File: src/rtl/sbus_regif_pkg.sv
package sbus_regif_pkg;
  // word offsets
  localparam int W_CTRL = 0;
  localparam int W_CCR  = 1;
  localparam int W_INTE = 2;
  localparam int W_INTS = 3;
  localparam int W_RADR = 4;
  localparam int W_DATA = 7;
  localparam int W_LINE = 9;
  localparam int W_DMOD = 10;
  localparam int W_CMD  = 11;
  localparam int W_DAR  = 12;
  // control bit positions
  localparam int C_SRST  = 0;
  localparam int C_GIE   = 1;
  localparam int C_ABORT = 6;
  localparam int C_START = 7;
  // status bit positions
  localparam int S_DONE = 0;
  localparam int S_ERR  = 1;
  localparam int S_LBSY = 2;
  localparam int S_EDAT = 8;
  localparam int S_ACK  = 16;
  localparam int DM_GO  = 31;
  localparam logic [23:0] DM_RESET = 24'h7C3E00;

  typedef struct packed {
    logic       ack;
    logic [3:0] dbyte;
  } xfer_fault_t;
endpackage

File: src/rtl/sbus_ctrl_seq.sv
module sbus_ctrl_seq #(
  parameter int SRST_CYCLES = 4
) (
  input  logic clk,
  input  logic rst,
  input  logic ctrl_wr,
  input  logic w_start,
  input  logic w_abort,
  input  logic w_gie,
  input  logic w_srst,
  input  logic done_ok,
  input  logic dm_wr,
  input  logic w_dm_go,
  input  logic init_done,
  output logic srst_q,
  output logic start_q,
  output logic gie_q,
  output logic abort_q,
  output logic init_q
);
  localparam int CW = (SRST_CYCLES > 1) ? $clog2(SRST_CYCLES) : 1;
  localparam logic [CW-1:0] LAST = CW'(SRST_CYCLES - 1);

  logic [CW-1:0] scnt;

  always_ff @(posedge clk) begin
    if (rst) begin
      srst_q <= 1'b0;
      scnt   <= '0;
    end else if (srst_q) begin
      if (scnt == LAST) begin
        srst_q <= 1'b0;
        scnt   <= '0;
      end else begin
        scnt <= scnt + 1'b1;
      end
    end else if (ctrl_wr && w_srst) begin
      srst_q <= 1'b1;
    end
  end

  always_ff @(posedge clk) begin
    if (rst || srst_q) begin
      start_q <= 1'b0;
      gie_q   <= 1'b0;
      abort_q <= 1'b0;
      init_q  <= 1'b0;
    end else begin
      abort_q <= 1'b0;
      if (done_ok) start_q <= 1'b0;
      if (init_done && init_q) init_q <= 1'b0;
      if (ctrl_wr && !w_srst) begin
        gie_q <= w_gie;
        if (w_abort) begin
          start_q <= 1'b0;
          abort_q <= 1'b1;
        end else if (w_start) begin
          start_q <= 1'b1;
        end
      end
      if (dm_wr && w_dm_go) init_q <= 1'b1;
    end
  end
endmodule

File: src/rtl/sbus_status.sv
module sbus_status
  import sbus_regif_pkg::*;
#(
  parameter int DW   = 32,
  parameter int EB_W = 4
) (
  input  logic          clk,
  input  logic          rst,
  input  logic          clr_wr,
  input  logic          inte_wr,
  input  logic [DW-1:0] wdata,
  input  logic          set_done,
  input  logic          set_err,
  input  xfer_fault_t   fault,
  input  logic          set_lbsy,
  input  logic          gie,
  output logic [DW-1:0] ints_q,
  output logic [DW-1:0] inte_q,
  output logic          irq_q
);
  localparam logic [DW-1:0] MASK = DW'((1 << S_ACK) | (((1 << EB_W) - 1) << S_EDAT)
                                       | (1 << S_LBSY) | (1 << S_ERR) | (1 << S_DONE));

  logic [DW-1:0] setv, clrv;

  always_comb begin
    setv = '0;
    setv[S_DONE] = set_done;
    setv[S_ERR]  = set_err;
    setv[S_LBSY] = set_lbsy;
    if (set_err) begin
      setv[S_EDAT +: EB_W] = fault.dbyte[EB_W-1:0];
      setv[S_ACK]          = fault.ack;
    end
    clrv = clr_wr ? (wdata & MASK) : '0;
  end

  always_ff @(posedge clk) begin
    if (rst) begin
      ints_q <= '0;
      inte_q <= '0;
      irq_q  <= 1'b0;
    end else begin
      ints_q <= (ints_q & ~clrv) | setv;
      if (inte_wr) inte_q <= wdata & MASK;
      irq_q  <= gie && |(ints_q & inte_q);
    end
  end
endmodule

File: src/rtl/sbus_regif.sv
module sbus_regif
  import sbus_regif_pkg::*;
#(
  parameter int AW          = 4,
  parameter int DW          = 32,
  parameter int SRST_CYCLES = 4,
  parameter int DIV_W       = 8,
  parameter int DLY_W       = 3,
  parameter int EB_W        = 4,
  parameter int CMD_W       = 8,
  parameter int RA_W        = 8,
  parameter int RTA_W       = 8,
  parameter int HWA_W       = 16
) (
  input  logic             clk,
  input  logic             rst,
  input  logic             wr_en,
  input  logic             rd_en,
  input  logic [AW-1:0]    addr,
  input  logic [DW-1:0]    wdata,
  output logic [DW-1:0]    rdata,
  output logic             irq,
  output logic             xfer_req,
  output logic             xfer_abort,
  output logic [CMD_W-1:0] xfer_cmd,
  output logic [RA_W-1:0]  xfer_regaddr,
  output logic [RTA_W-1:0] xfer_rta,
  output logic [HWA_W-1:0] xfer_hwa,
  output logic [DW-1:0]    xfer_wdata,
  input  logic             xfer_done,
  input  logic             xfer_err,
  input  logic [EB_W-1:0]  xfer_err_data,
  input  logic             xfer_err_ack,
  input  logic             xfer_rd_vld,
  input  logic [DW-1:0]    xfer_rdata,
  input  logic             init_done,
  output logic             init_req,
  output logic [23:0]      init_word,
  output logic [DIV_W-1:0] clk_div,
  output logic [DLY_W-1:0] sda_dly,
  output logic             sda_ovr_en,
  output logic             sda_ovr_lvl,
  output logic             scl_ovr_en,
  output logic             scl_ovr_lvl,
  input  logic             sda_in,
  input  logic             scl_in
);
  localparam int CCR_W = DIV_W + DLY_W;
  localparam int DAR_W = RTA_W + HWA_W;

  logic srst_q, start_q, gie_q, abort_q, init_q, eff_rst, wr_ok, done_ok;
  logic hit_ctrl, hit_ccr, hit_inte, hit_ints, hit_radr, hit_data;
  logic hit_line, hit_dmod, hit_cmd, hit_dar, param_hit, lbsy;
  logic [CCR_W-1:0] ccr_q;
  logic [RA_W-1:0]  radr_q;
  logic [DW-1:0]    data_q, ints_q, inte_q, rmux;
  logic [3:0]       line_q;
  logic [23:0]      dm_q;
  logic [CMD_W-1:0] cmd_q;
  logic [DAR_W-1:0] dar_q;
  xfer_fault_t      fault;

  assign eff_rst   = rst | srst_q;
  assign wr_ok     = wr_en & ~srst_q;
  assign done_ok   = xfer_done & start_q;
  assign hit_ctrl  = wr_ok && (addr == AW'(W_CTRL));
  assign hit_ccr   = wr_ok && (addr == AW'(W_CCR));
  assign hit_inte  = wr_ok && (addr == AW'(W_INTE));
  assign hit_ints  = wr_ok && (addr == AW'(W_INTS));
  assign hit_radr  = wr_ok && (addr == AW'(W_RADR));
  assign hit_data  = wr_ok && (addr == AW'(W_DATA));
  assign hit_line  = wr_ok && (addr == AW'(W_LINE));
  assign hit_dmod  = wr_ok && (addr == AW'(W_DMOD));
  assign hit_cmd   = wr_ok && (addr == AW'(W_CMD));
  assign hit_dar   = wr_ok && (addr == AW'(W_DAR));
  assign param_hit = hit_radr | hit_data | hit_cmd | hit_dar;
  assign lbsy      = param_hit & start_q;
  assign fault     = '{ack: xfer_err_ack, dbyte: xfer_err_data};

  sbus_ctrl_seq #(.SRST_CYCLES(SRST_CYCLES)) ctrl_i (
    .clk(clk), .rst(rst), .ctrl_wr(hit_ctrl),
    .w_start(wdata[C_START]), .w_abort(wdata[C_ABORT]),
    .w_gie(wdata[C_GIE]), .w_srst(wdata[C_SRST]),
    .done_ok(done_ok), .dm_wr(hit_dmod), .w_dm_go(wdata[DM_GO]),
    .init_done(init_done), .srst_q(srst_q), .start_q(start_q),
    .gie_q(gie_q), .abort_q(abort_q), .init_q(init_q)
  );

  sbus_status #(.DW(DW), .EB_W(EB_W)) stat_i (
    .clk(clk), .rst(eff_rst), .clr_wr(hit_ints), .inte_wr(hit_inte),
    .wdata(wdata), .set_done(done_ok), .set_err(done_ok & xfer_err),
    .fault(fault), .set_lbsy(lbsy), .gie(gie_q),
    .ints_q(ints_q), .inte_q(inte_q), .irq_q(irq)
  );

  always_ff @(posedge clk) begin
    if (eff_rst) begin
      ccr_q  <= '0;
      radr_q <= '0;
      data_q <= '0;
      line_q <= '0;
      dm_q   <= DM_RESET;
      cmd_q  <= '0;
      dar_q  <= '0;
    end else begin
      if (hit_ccr)  ccr_q  <= wdata[CCR_W-1:0];
      if (hit_line) line_q <= wdata[3:0];
      if (hit_dmod) dm_q   <= wdata[23:0];
      if (!start_q) begin
        if (hit_radr) radr_q <= wdata[RA_W-1:0];
        if (hit_data) data_q <= wdata;
        if (hit_cmd)  cmd_q  <= wdata[CMD_W-1:0];
        if (hit_dar)  dar_q  <= wdata[DAR_W-1:0];
      end
      if (done_ok && !xfer_err && xfer_rd_vld) data_q <= xfer_rdata;
    end
  end

  always_comb begin
    rmux = '0;
    case (addr)
      AW'(W_CTRL): begin
        rmux[C_START] = start_q;
        rmux[C_GIE]   = gie_q;
        rmux[C_SRST]  = srst_q;
      end
      AW'(W_CCR):  rmux = DW'(ccr_q);
      AW'(W_INTE): rmux = inte_q;
      AW'(W_INTS): rmux = ints_q;
      AW'(W_RADR): rmux = DW'(radr_q);
      AW'(W_DATA): rmux = data_q;
      AW'(W_LINE): rmux = DW'({scl_in, sda_in, line_q});
      AW'(W_DMOD): rmux = DW'({init_q, 7'd0, dm_q});
      AW'(W_CMD):  rmux = DW'(cmd_q);
      AW'(W_DAR):  rmux = DW'(dar_q);
      default:     rmux = '0;
    endcase
  end

  always_ff @(posedge clk) begin
    if (rst) rdata <= '0;
    else if (rd_en) rdata <= rmux;
  end

  assign xfer_req     = start_q;
  assign xfer_abort   = abort_q;
  assign xfer_cmd     = cmd_q;
  assign xfer_regaddr = radr_q;
  assign xfer_rta     = dar_q[DAR_W-1:HWA_W];
  assign xfer_hwa     = dar_q[HWA_W-1:0];
  assign xfer_wdata   = data_q;
  assign init_req     = init_q;
  assign init_word    = dm_q;
  assign clk_div      = ccr_q[DIV_W-1:0];
  assign sda_dly      = ccr_q[CCR_W-1:DIV_W];
  assign sda_ovr_en   = line_q[0];
  assign sda_ovr_lvl  = line_q[1];
  assign scl_ovr_en   = line_q[2];
  assign scl_ovr_lvl  = line_q[3];
endmodule

File: config.mk
export PLATFORM = sky130hd
export DESIGN_NAME = sbus_regif
export DESIGN_NICKNAME = d
export VERILOG_FILES = /design/src/rtl/sbus_regif_pkg.sv /design/src/rtl/sbus_ctrl_seq.sv /design/src/rtl/sbus_status.sv /design/src/rtl/sbus_regif.sv
export SDC_FILE = /design/constraint.sdc
export NUM_CORES = 1
export LEC_CHECK = 0
export BUFFER_PORTS_ARGS = -buffer_cell sky130_fd_sc_hd__buf_2
export CAP_MARGIN = 10
export CORE_ASPECT_RATIO = 0.8
export CORE_MARGIN = 2
export CORE_UTILIZATION = 39
export CTS_CLUSTER_DIAMETER = 30
export DETAILED_ROUTE_END_ITERATION = 10
export REMOVE_ABC_BUFFERS = 1
export SLEW_MARGIN = 5
export SYNTH_ARGS = -nofsm -noshare
export SYNTH_HDL_FRONTEND = slang
export SYNTH_SLANG_ARGS = --single-unit
File: constraint.sdc
create_clock -name clk -period 1.78 [get_ports clk]
set_input_delay 0.178 -clock clk [delete_from_list [all_inputs] [get_ports clk]]
set_output_delay 0.178 -clock clk [all_outputs]
set_load 0.01 [all_outputs]
==> impl_metrics.toml, run 1 <==
[outcome]
outcome = "finished clean"

[setup_path]
worst-endpoint-required_ns = 2.10
setup.worst_path.end_class = "flop"
timing.critical_path.arrival_ns = 1.97
cpMaxStageDelayCell = "sky130_fd_sc_hd__dfxtp_1"
worst-r2r-cell-count = 6
critPathKind = "flop to flop"
maximum_fanout_along_the_worst_path = 15
worst-path-buf-inv = 2
slowest_delay_ns = 0.33
rrSetupSlack_ns = 0.13
critical_path.reg2reg.startpoint = "ctrl_i.srst_q"
crit_chain = "buf_4 > nor2b_2 > buf_6 > and3_1 > a21oi_1 > a211oi_1"
cp_top_family = "simple AND/OR/NAND/NOR gates"
crit-reg2reg-capture = "ctrl_i.start_q"
worst_setup_sp_type = "flop"

[sta]
totalNegativeSetupSlack_ns = 0
fin_worst_skew_ns = 0.00929
report.final.hold_viol_count = 0
finalWorstPathRequiredPeriod_ns = 1.65
rsz0062_at_grt = "no"
worst_slew_margin_rel = 0.752
worstMarginPinSlew_ns = 0.363
highest_achievable_clock_rate_ghz = 0.604
timing_max_transition_violations_final = 0
share_of_the_cycle_needed_by_the_critical_path_after_routing = 0.930
setup-violations-final = 0

[detailed_routing]
detail_route.wl_per_cell_um = 19.4
number_of_nets_still_failing_antenna_checks_after_routing = 0
avgViaCountPerCell = 5.47
drt_first_pass_iters = 5
wirelength_um = 27000
drt_iter0_markers = 679
vias = 7610
detail_route.drc_violations = 0

[floorplanning]
rows = 45
die_h_um = 128
floorplan.core_area_um2 = 19000
fp.dieW_um = 159
io-pin-count = 230
floorplan.initialDensity = 0.397
design.die.area_um2 = 20500

[worst_hold_path]
number_of_instances_on_the_worst_hold_path = 3
holdCritStartpoint = "xfer_err_data[3]"
hold-path-endpoint = "stat_i.ints_q[11]"
class_of_the_tightest_hold_or_removal_check = "primary input to flop"

[cts]
cts_tree = "built"
cts.path.max_buffers = 2
cts.sink_count = 167
clk_pin_slew_worst_paths_ns = 0.06
numCtsBuffers = 17
clock_tree.root_cell = "sky130_fd_sc_hd__clkbuf_16"
htree_num_levels = 4
clk-insertion-delay-late_ns = 0.43
post-cts-setup-buffer-count = 0

[synth]
synth.area.mux_share = 0.0867
synth-warning-count = 0
synth.cell_area_um2 = 7540
syn_avg_cell_area_um2 = 8.58
synth_area_leader_cell = "sky130_fd_sc_hd__dfxtp_1"
post_synth_num_cell_types = 65
compound_gate_fraction_of_synth_area = 0.185
synthArstFlopShare = 0
synth_cells = 878
yosys.area_share.simple = 0.222
postSynth.topFlopCell = "sky130_fd_sc_hd__dfxtp_1"
post-synth-top-area-fraction = 0.444
yosys_register_bits = 167
dominant_combinational_cell_family_by_area_after_synthesis = "simple AND/OR/NAND/NOR gates"
synth_fa_ha_area_frac = 0.00166
share_of_synthesized_area_occupied_by_flip_flops_and_latches = 0.444
post_synth_main_area_contributors = "sky130_fd_sc_hd__dfxtp_1 (44%), sky130_fd_sc_hd__mux2i_1 (8.4%), sky130_fd_sc_hd__nand2_1 (8.1%)"
synth_enable_flop_cells = 0
synth_xor_area_frac = 0

[placement]
hpwlAfterDp_um = 19500
port-buffer-count = 229
gpl.final_weighted_congestion = 0.904
dpl.cell_count = 1350

[pwr]
power.static_leakage_nw = 4.37
p_per_area_nw_per_um2 = 878
report.power.total_mw = 8.70
peakVddDrop_mv = 0.534

[cells_and_area]
drive_above_1_share = 0.302
layoutNonFillerInstCount = 1392
n_antenna_cell = 0
area_delta_synth_final_pct = 31.5
finish.net_count = 1205
fin_util = 0.522

[global_route]
antenna_found_initial = 0
grt_pass1_wl_um = 40700
grt_max_degree = 40
gr-usage-all-layers = 0.259
number_of_global_route_vias_before_repair = 6864
grt_overflow = 0

[run]
maxCapViolations = 0
[worst register-to-register path, cell delays in order (launching register included)]
cell and delay (ns):
sky130_fd_sc_hd__dfxtp_1 0.33, sky130_fd_sc_hd__buf_4 0.18, sky130_fd_sc_hd__nor2b_2 0.16, sky130_fd_sc_hd__buf_6 0.21
sky130_fd_sc_hd__and3_1 0.27, sky130_fd_sc_hd__a21oi_1 0.09, sky130_fd_sc_hd__a211oi_1 0.30
[metal layers]
| layer | share of wire | wire length [µm] | global-route usage |
|---|---|---|---|
| met1 | 0.47 | 12700 | 0.376 |
| met2 | 0.43 | 11700 | 0.385 |
| met3 | 0.079 | 2130 | 0.0545 |
| met4 | 0.017 | 451 | 0.0818 |
| met5 | 0 | 0 | 0 |
[stage by stage]
step | setup WS, ns | hold slack [ns] | cell area [µm²]
6_report | 0.125 | 0.00923 | 9910
5_1_grt | 0.0303 | 0.0129 | 9910
4_1_cts | 0.126 | 0.00278 | 9910
3_5_place_dp | 0.00282 | 0.429 | 9160
3_3_place_gp | 0.0173 | 0.431 | 9160
2_1_floorplan | -1.59 | 0.244 | 7100
[area by class of cell]
cell class,count,area (µm²)
Fill cell,1859,9060
Multi-Input combinational cell,626,3740
Sequential cell,167,3340
Timing Repair Buffer,302,1840
Clock buffer,20,447
Tap cell,258,323
Clock inverter,12,196
Inverter,7,26.3
[worst max-delay path by stage]
stage,cells past startpoint,endpoint,startpoint
6_report,6,ctrl_i.start_q,ctrl_i.srst_q
5_1_grt,6,ctrl_i.start_q,ctrl_i.srst_q
4_1_cts,6,ctrl_i.start_q,ctrl_i.srst_q
3_5_place_dp,6,rdata[16],addr[0]
3_3_place_gp,6,rdata[16],addr[0]
2_1_floorplan,3,xfer_wdata[10],ctrl_i.start_q
[cell usage in the layout (no fill, tap or decap), types with 7 or more instances in the layout]
master	instances
sky130_fd_sc_hd__a211oi_1	35
sky130_fd_sc_hd__a21oi_1	92
sky130_fd_sc_hd__a221oi_1	7
sky130_fd_sc_hd__a222oi_1	13
sky130_fd_sc_hd__buf_12	9
sky130_fd_sc_hd__buf_2	229
sky130_fd_sc_hd__buf_4	53
sky130_fd_sc_hd__clkbuf_16	17
sky130_fd_sc_hd__dfxtp_1	167
sky130_fd_sc_hd__dlygate4sd3_1	10
sky130_fd_sc_hd__inv_1	7
sky130_fd_sc_hd__mux2i_1	63
sky130_fd_sc_hd__nand2_1	162
sky130_fd_sc_hd__nand3_1	45
sky130_fd_sc_hd__nand3b_1	14
sky130_fd_sc_hd__nor2_1	67
sky130_fd_sc_hd__nor2b_1	10
sky130_fd_sc_hd__o21ai_0	25
[synth_stat cells, types with 2 or more instances]
cell,instances
sky130_fd_sc_hd__dfxtp_1,167
sky130_fd_sc_hd__nand2_1,162
sky130_fd_sc_hd__a21oi_1,92
sky130_fd_sc_hd__nor2_1,68
sky130_fd_sc_hd__mux2i_1,63
sky130_fd_sc_hd__nand3_1,45
sky130_fd_sc_hd__a211oi_1,35
sky130_fd_sc_hd__buf_2,29
sky130_fd_sc_hd__clkbuf_1,27
sky130_fd_sc_hd__o21ai_0,26
sky130_fd_sc_hd__nand3b_1,14
sky130_fd_sc_hd__a222oi_1,13
sky130_fd_sc_hd__nor2b_1,11
sky130_fd_sc_hd__buf_4,10
sky130_fd_sc_hd__buf_6,9
sky130_fd_sc_hd__a221oi_1,7
sky130_fd_sc_hd__inv_1,7
sky130_fd_sc_hd__a22o_1,6
sky130_fd_sc_hd__nand2b_1,6
sky130_fd_sc_hd__nor3_1,6
sky130_fd_sc_hd__o211ai_1,6
sky130_fd_sc_hd__a22oi_1,4
sky130_fd_sc_hd__and3_1,4
sky130_fd_sc_hd__a311oi_1,3
sky130_fd_sc_hd__a32oi_1,3
sky130_fd_sc_hd__buf_1,3
sky130_fd_sc_hd__nand4b_1,3
sky130_fd_sc_hd__nor4b_4,3
sky130_fd_sc_hd__o21bai_1,3
sky130_fd_sc_hd__a31oi_1,2
sky130_fd_sc_hd__and2_1,2
sky130_fd_sc_hd__and3b_1,2
sky130_fd_sc_hd__and4bb_2,2
sky130_fd_sc_hd__mux2_2,2
sky130_fd_sc_hd__o2bb2ai_1,2
sky130_fd_sc_hd__or3b_2,2
[sequential cells by signal, indices dropped and copies added (netlist names), 2 cells and up]
name	flops
stat_i.ints_q	8
ctrl_i.scnt	2
xfer_cmd	8
line_q	4
ccr_q	11
dar_q	24
rdata	32
init_word	24
xfer_wdata	32
stat_i.inte_q	8
xfer_regaddr	8
[power by group]
part           switching, mW  leakage [nW]  total, mW  internal [mW]
Sequential            0.0413          1.35       3.83           3.79
Combinational          0.459          2.70      0.759          0.300
Clock                   1.58         0.319       4.11           2.53
[cells by family (layout without fill, tap and decap cells)]
group | after synthesis | in the layout
mux | 65 | 65
compound gates | 214 | 214
fa+ha+maj | 1 | 1
buf+inv | 85 | 341
simple gates | 346 | 346
flops | 167 | 167
[timing repair]
action                                  CTS  global route
endpoints found under the hold margin    14             0
endpoints found under the setup margin    0             1
resized for setup                         0             1
hold buffers                             10             0
No activity file was read; power rests on OpenSTA's default activity.
==> run 2: changes to the inputs <==
--- a/config.mk
+++ b/config.mk
@@ -10,6 +10,7 @@
 export CORE_ASPECT_RATIO = 0.8
 export CORE_MARGIN = 2
 export CORE_UTILIZATION = 39
+export CTS_BUF_LIST = sky130_fd_sc_hd__clkbuf_8
 export CTS_CLUSTER_DIAMETER = 30
 export DETAILED_ROUTE_END_ITERATION = 10
 export REMOVE_ABC_BUFFERS = 1
==> run 2 against run 1 <==
  * Final cell count increased by 1.1%
  * Via count decreased by 0.26%
  * Sequential share of layout area increased by 0.11 points
  * Non-clock buffer count increased by 16
  * Maximum frequency decreased by 1.0%
  * Routed wire length decreased by 0.34%
  * Largest cell class unchanged
  * Largest power group is now sequential cells
  * Highest routed layer unchanged
==> impl_metrics.toml, run 2 (synthesis results as in run 1) <==
[global_route]
gr-usage-all-layers = 0.258
number_of_global_route_vias_before_repair = 6854
grt_pass1_wl_um = 40700
grt_max_degree = 40
grt_overflow = 0
antenna_found_initial = 0

[detailed_routing]
detail_route.drc_violations = 0
number_of_nets_still_failing_antenna_checks_after_routing = 0
detail_route.wl_per_cell_um = 19.1
wirelength_um = 26900
drt_first_pass_iters = 5
drt_iter0_markers = 629
avgViaCountPerCell = 5.39
vias = 7590

[sta]
report.final.hold_viol_count = 0
fin_worst_skew_ns = 0.0152
finalWorstPathRequiredPeriod_ns = 1.67
worst_slew_margin_rel = 0.749
share_of_the_cycle_needed_by_the_critical_path_after_routing = 0.939
highest_achievable_clock_rate_ghz = 0.598
timing_max_transition_violations_final = 0
setup-violations-final = 0
worstMarginPinSlew_ns = 0.367
rsz0062_at_grt = "no"
final_critical_path_setup_slack_ns = 0.108

[cells_and_area]
n_antenna_cell = 0
fillerInstances = 1864
layout.cells.most_common = "sky130_fd_sc_hd__buf_2"
finish.net_count = 1221
multiInputGateArea_um2 = 3740
area_delta_synth_final_pct = 31.1
regArea_um2 = 3340
layoutNonFillerInstCount = 1408
drive_above_1_share = 0.298
most-common-layout-cells = "sky130_fd_sc_hd__buf_2 (229), sky130_fd_sc_hd__dfxtp_1 (167), sky130_fd_sc_hd__nand2_1 (162), sky130_fd_sc_hd__a21oi_1 (92), sky130_fd_sc_hd__nor2_1 (67)"

[setup_path]
rrSetupSlack_ns = 0.11
worst-r2r-cell-count = 6
crit-reg2reg-capture = "ctrl_i.start_q"
maximum_fanout_along_the_worst_path = 15
critPathKind = "flop to flop"
worst-endpoint-required_ns = 2.13
worst_setup_sp_type = "flop"
critical_path.reg2reg.startpoint = "ctrl_i.srst_q"
setup.worst_path.end_class = "flop"
timing.critical_path.arrival_ns = 2.02

[pwr]
power.static_leakage_nw = 4.36
share_seq_of_total_power = 0.491
clkPwrFrac = 0.408
internal_power_mw = 5.80
p_per_area_nw_per_um2 = 788
power.net_switching_mw = 1.98
power.share.combinational = 0.101
switching_share = 0.254
peakVddDrop_mv = 0.400

[cts]
clock_tree.root_cell = "sky130_fd_sc_hd__clkbuf_8"
clk-insertion-delay-late_ns = 0.47
cts.sink_count = 167
cts_tree = "built"
post-cts-setup-buffer-count = 0
htree_num_levels = 4
numCtsBuffers = 17
cts.path.max_buffers = 2
clk_pin_slew_worst_paths_ns = 0.09

[placement]
port-buffer-count = 229
dpl_worst_slack_ns = 0.00282
hpwlAfterDp_um = 19500
dpl.cell_count = 1350
gpl.final_weighted_congestion = 0.904

[outcome]
outcome = "finished clean"

[worst_hold_path]
number_of_instances_on_the_worst_hold_path = 3
class_of_the_tightest_hold_or_removal_check = "primary input to flop"
holdCritStartpoint = "xfer_rdata[2]"
hold-path-endpoint = "xfer_wdata[2]"

[floorplanning]
rows = 45
die_h_um = 128
design.die.area_um2 = 20500
io-pin-count = 230
fp.dieW_um = 159
floorplan.initialDensity = 0.397
floorplan.core_area_um2 = 19000

[run]
maxCapViolations = 0
[run 2: cell types whose count changed in the layout (fill, tap and decap cells not counted)]
cell                            previous run  this run
sky130_fd_sc_hd__clkbuf_16                17         0
sky130_fd_sc_hd__clkbuf_8                  1        18
sky130_fd_sc_hd__dlygate4sd3_1            10        26
sky130_fd_sc_hd__clkbuf_1                  2         0
sky130_fd_sc_hd__inv_1                     7         9
[run 2: worst max-delay path: stages (launching register included)]
cell and delay, ns:
sky130_fd_sc_hd__dfxtp_1 0.34, sky130_fd_sc_hd__buf_4 0.18, sky130_fd_sc_hd__nor2b_2 0.16, sky130_fd_sc_hd__buf_6 0.21, sky130_fd_sc_hd__and3_1 0.26, sky130_fd_sc_hd__a21oi_1 0.09, sky130_fd_sc_hd__a211oi_1 0.31
[run 2: timing repair]
item,4_1_cts,5_1_grt
setup endpoints to repair,0,1
hold buffers,26,0
endpoints found under the hold margin,45,0
gates resized for setup,0,1
[run 2: layout make-up]
type | count | area share
multi-input cells | 626 | 0.379
flip-flops and latches | 167 | 0.338
repair buffers | 318 | 0.202
well taps | 258 | 0.0327
clock buffers | 18 | 0.0251
clock inverters | 14 | 0.0206
inverters | 7 | 0.00266
[run 2: worst max-delay path by stage]
stage | start | endpoint | depth (start not counted)
after floorplan | ctrl_i.start_q | xfer_wdata[10] | 3
after global placement | addr[0] | rdata[16] | 6
after detailed placement | addr[0] | rdata[16] | 6
after CTS | ctrl_i.srst_q | ctrl_i.start_q | 6
after global routing | ctrl_i.srst_q | ctrl_i.start_q | 6
final | ctrl_i.srst_q | ctrl_i.start_q | 6
[run 2: power groups by stage]
stage	sequential, mW	clock, mW	combinational (mW)
2_1_floorplan	3.92	0	0.252
3_3_place_gp	3.91	0	0.731
3_5_place_dp	3.91	0	0.730
4_1_cts	3.82	3.22	0.777
5_1_grt	3.83	3.38	0.843
6_report	3.82	3.17	0.786
[run 2: routing by layer]
layer | track usage | vias up | routed length (µm)
met2 | 0.382 | 326 | 11500
met1 | 0.378 | 3588 | 12900
met3 | 0.0587 | 32 | 2010
met5 | 0 | - | 0
met4 | 0.0695 | 0 | 469
li1 | - | 3644 | -
[run 2: stage by stage]
stage	power (mW)	util	cell area (µm²)	TNS, ns	hold slack (ns)
final	7.78	0.521	9880	0	0.0228
after global routing	8.05	0.521	9880	0	0.0287
after CTS	7.82	0.520	9880	0	0.00947
after detailed placement	4.64	0.483	9160	0	0.429
after global placement	4.64	0.483	9160	0	0.431
after floorplan	4.18	-	7100	-143.67	0.244
==> run 3: changes to the inputs <==
--- a/config.mk
+++ b/config.mk
@@ -14,7 +14,6 @@
 export CTS_CLUSTER_DIAMETER = 30
 export DETAILED_ROUTE_END_ITERATION = 10
 export REMOVE_ABC_BUFFERS = 1
-export SLEW_MARGIN = 5
 export SYNTH_ARGS = -nofsm -noshare
 export SYNTH_HDL_FRONTEND = slang
 export SYNTH_SLANG_ARGS = --single-unit
==> constraint.sdc (replaced) <==
create_clock -name clk -period 1.78 [get_ports clk]
set_input_delay 0.267 -clock clk [delete_from_list [all_inputs] [get_ports clk]]
set_output_delay 0.267 -clock clk [all_outputs]
set_load 0.01 [all_outputs]
==> run 3 against run 2 <==
  * Routed wire length hardly changed
  * Utilization is 0.89 points lower
  * Critical path depth increased by 1
  * Sequential cell count unchanged
  * Critical path type unchanged
  * First-iteration DRC count up 19%
  * Via count increased by 0.20%
==> impl_metrics.toml, run 3 (synthesis results as in run 1) <==
[cts]
cts-hold-fix-buffers = 0
clk_pin_slew_worst_paths_ns = 0.09
numCtsBuffers = 17
cts.path.max_buffers = 2
cts_tree = "built"
htree_num_levels = 4
clock_tree.root_cell = "sky130_fd_sc_hd__clkbuf_8"
clk-insertion-delay-late_ns = 0.46
cts.sink_count = 167

[detailed_routing]
detail_route.drc_violations = 0
wirelength_um = 27000
vias = 7605
detail_route.wl_per_cell_um = 19.5
drt_first_pass_iters = 6
drt_iter0_markers = 746
number_of_nets_still_failing_antenna_checks_after_routing = 0
avgViaCountPerCell = 5.49

[global_route]
grt_pass1_wl_um = 41600
gr-usage-all-layers = 0.263
grt_overflow = 0
number_of_global_route_vias_before_repair = 6966
grt_max_degree = 38
antenna_found_initial = 0

[placement]
gpl.final_weighted_congestion = 0.888
dpl.cell_count = 1354
port-buffer-count = 229
hpwlAfterDp_um = 19200

[sta]
rsz0062_at_grt = "no"
report.final.hold_viol_count = 0
highest_achievable_clock_rate_ghz = 0.594
setup-violations-final = 0
worstMarginPinSlew_ns = 0.704
fin_worst_skew_ns = 0.0123
totalNegativeSetupSlack_ns = 0
share_of_the_cycle_needed_by_the_critical_path_after_routing = 0.946
worst_slew_margin_rel = 0.530
timing_max_transition_violations_final = 0
finalWorstPathRequiredPeriod_ns = 1.68

[setup_path]
crit_chain = "buf_12 > nor3b_4 > buf_4 > a21bo_4 > buf_12 > nor2_1 > a211oi_1"
rrSetupSlack_ns = 0.1
slowest_delay_ns = 0.36
timing.critical_path.arrival_ns = 2.06
cpMaxStageDelayCell = "sky130_fd_sc_hd__dfxtp_1"
worst_setup_sp_type = "flop"
critical_path.reg2reg.startpoint = "ctrl_i.start_q"
crit-reg2reg-capture = "xfer_wdata[25]"
worst-r2r-cell-count = 7
worst-endpoint-required_ns = 2.15
maximum_fanout_along_the_worst_path = 28
critPathKind = "flop to flop"
worst-path-buf-inv = 3
top_cell_by_count_worst_path = "sky130_fd_sc_hd__buf_12"
cp_top_family = "buffers and inverters"
setup.worst_path.end_class = "flop"

[cells_and_area]
fillerInstances = 1866
area_delta_synth_final_pct = 28.9
layout.cells.most_common = "sky130_fd_sc_hd__buf_2"
most-common-layout-cells = "sky130_fd_sc_hd__buf_2 (229), sky130_fd_sc_hd__dfxtp_1 (167), sky130_fd_sc_hd__nand2_1 (162), sky130_fd_sc_hd__a21oi_1 (92), sky130_fd_sc_hd__nor2_1 (67)"
layoutNonFillerInstCount = 1385
drive_above_1_share = 0.307
fin_util = 0.512
finish.net_count = 1199
n_antenna_cell = 0

[outcome]
outcome = "finished clean"

[worst_hold_path]
class_of_the_tightest_hold_or_removal_check = "primary input to flop"
holdCritStartpoint = "wdata[18]"
number_of_instances_on_the_worst_hold_path = 3
hold-path-endpoint = "init_word[18]"

[pwr]
p_per_area_nw_per_um2 = 787
internal_power_mw = 5.69
share_seq_of_total_power = 0.501
power.net_switching_mw = 1.95
report.power.total_mw = 7.64
power.share.combinational = 0.100
switching_share = 0.255
clkPwrFrac = 0.399
peakVddDrop_mv = 0.468
power.static_leakage_nw = 4.28

[floorplanning]
design.die.area_um2 = 20500
die_h_um = 128
fp.dieW_um = 159
floorplan.initialDensity = 0.397
rows = 45
io-pin-count = 230
floorplan.core_area_um2 = 19000

[run]
maxCapViolations = 0
[run 3: stage by stage]
step,instance area (µm²),hold slack [ns],setup slack [ns]
finish,9710,0.0506,0.0954
global route,9710,0.0380,0.00175
CTS,9700,0.0276,0.0398
detailed placement,9270,0.436,0.00297
global placement,9270,0.428,0.0106
floorplan,7100,0.333,-1.59
[run 3: power by group through the flow]
stage | combinational [mW] | clock, mW | sequential [mW]
2_1_floorplan | 0.252 | 0 | 3.92
3_3_place_gp | 0.756 | 0 | 3.91
3_5_place_dp | 0.756 | 0 | 3.91
4_1_cts | 0.758 | 3.09 | 3.82
5_1_grt | 0.826 | 3.24 | 3.83
6_report | 0.767 | 3.05 | 3.82
[run 3: final cells by class]
class	instances	area [µm²]	share of cell area
Sequential cell	167	3340	0.344
Tap cell	258	323	0.0332
Inverter	7	26.3	0.00271
Clock inverter	12	174	0.0179
Multi-Input combinational cell	626	3750	0.386
Timing Repair Buffer	296	1840	0.189
Clock buffer	19	262	0.0269
[run 3: how the worst max path moves through the flow]
| stage | startpoint | to | slack [ns] | cells past startpoint |
|---|---|---|---|---|
| after floorplan | ctrl_i.start_q | xfer_wdata[10] | -1.59 | 3 |
| after global placement | addr[2] | xfer_regaddr[2] | 0.01 | 7 |
| after detailed placement | addr[2] | xfer_regaddr[6] | 0.003 | 7 |
| after CTS | ctrl_i.start_q | xfer_wdata[25] | 0.04 | 7 |
| after global routing | ctrl_i.start_q | xfer_wdata[30] | 0.002 | 7 |
| final | ctrl_i.start_q | xfer_wdata[25] | 0.1 | 7 |
[run 3: routing by layer]
| layer | wire [µm] | GRT usage | vias up |
|---|---|---|---|
| li1 | - | - | 3596 |
| met1 | 12800 | 0.390 | 3615 |
| met2 | 11600 | 0.397 | 372 |
| met3 | 2250 | 0.0516 | 22 |
| met4 | 322 | 0.0578 | 0 |
| met5 | 0 | 0 | - |
[run 3: worst register-to-register path, cell delays in order (launching register included)]
cell	delay (ns)
sky130_fd_sc_hd__dfxtp_1	0.36
sky130_fd_sc_hd__buf_12	0.15
sky130_fd_sc_hd__nor3b_4	0.20
sky130_fd_sc_hd__buf_4	0.21
sky130_fd_sc_hd__a21bo_4	0.21
sky130_fd_sc_hd__buf_12	0.18
sky130_fd_sc_hd__nor2_1	0.08
sky130_fd_sc_hd__a211oi_1	0.22
[run 3: what timing repair did]
item                                    in CTS  in global routing
gates resized for setup                      0                  1
setup buffers                                0                  0
endpoints found under the setup margin       0                 22
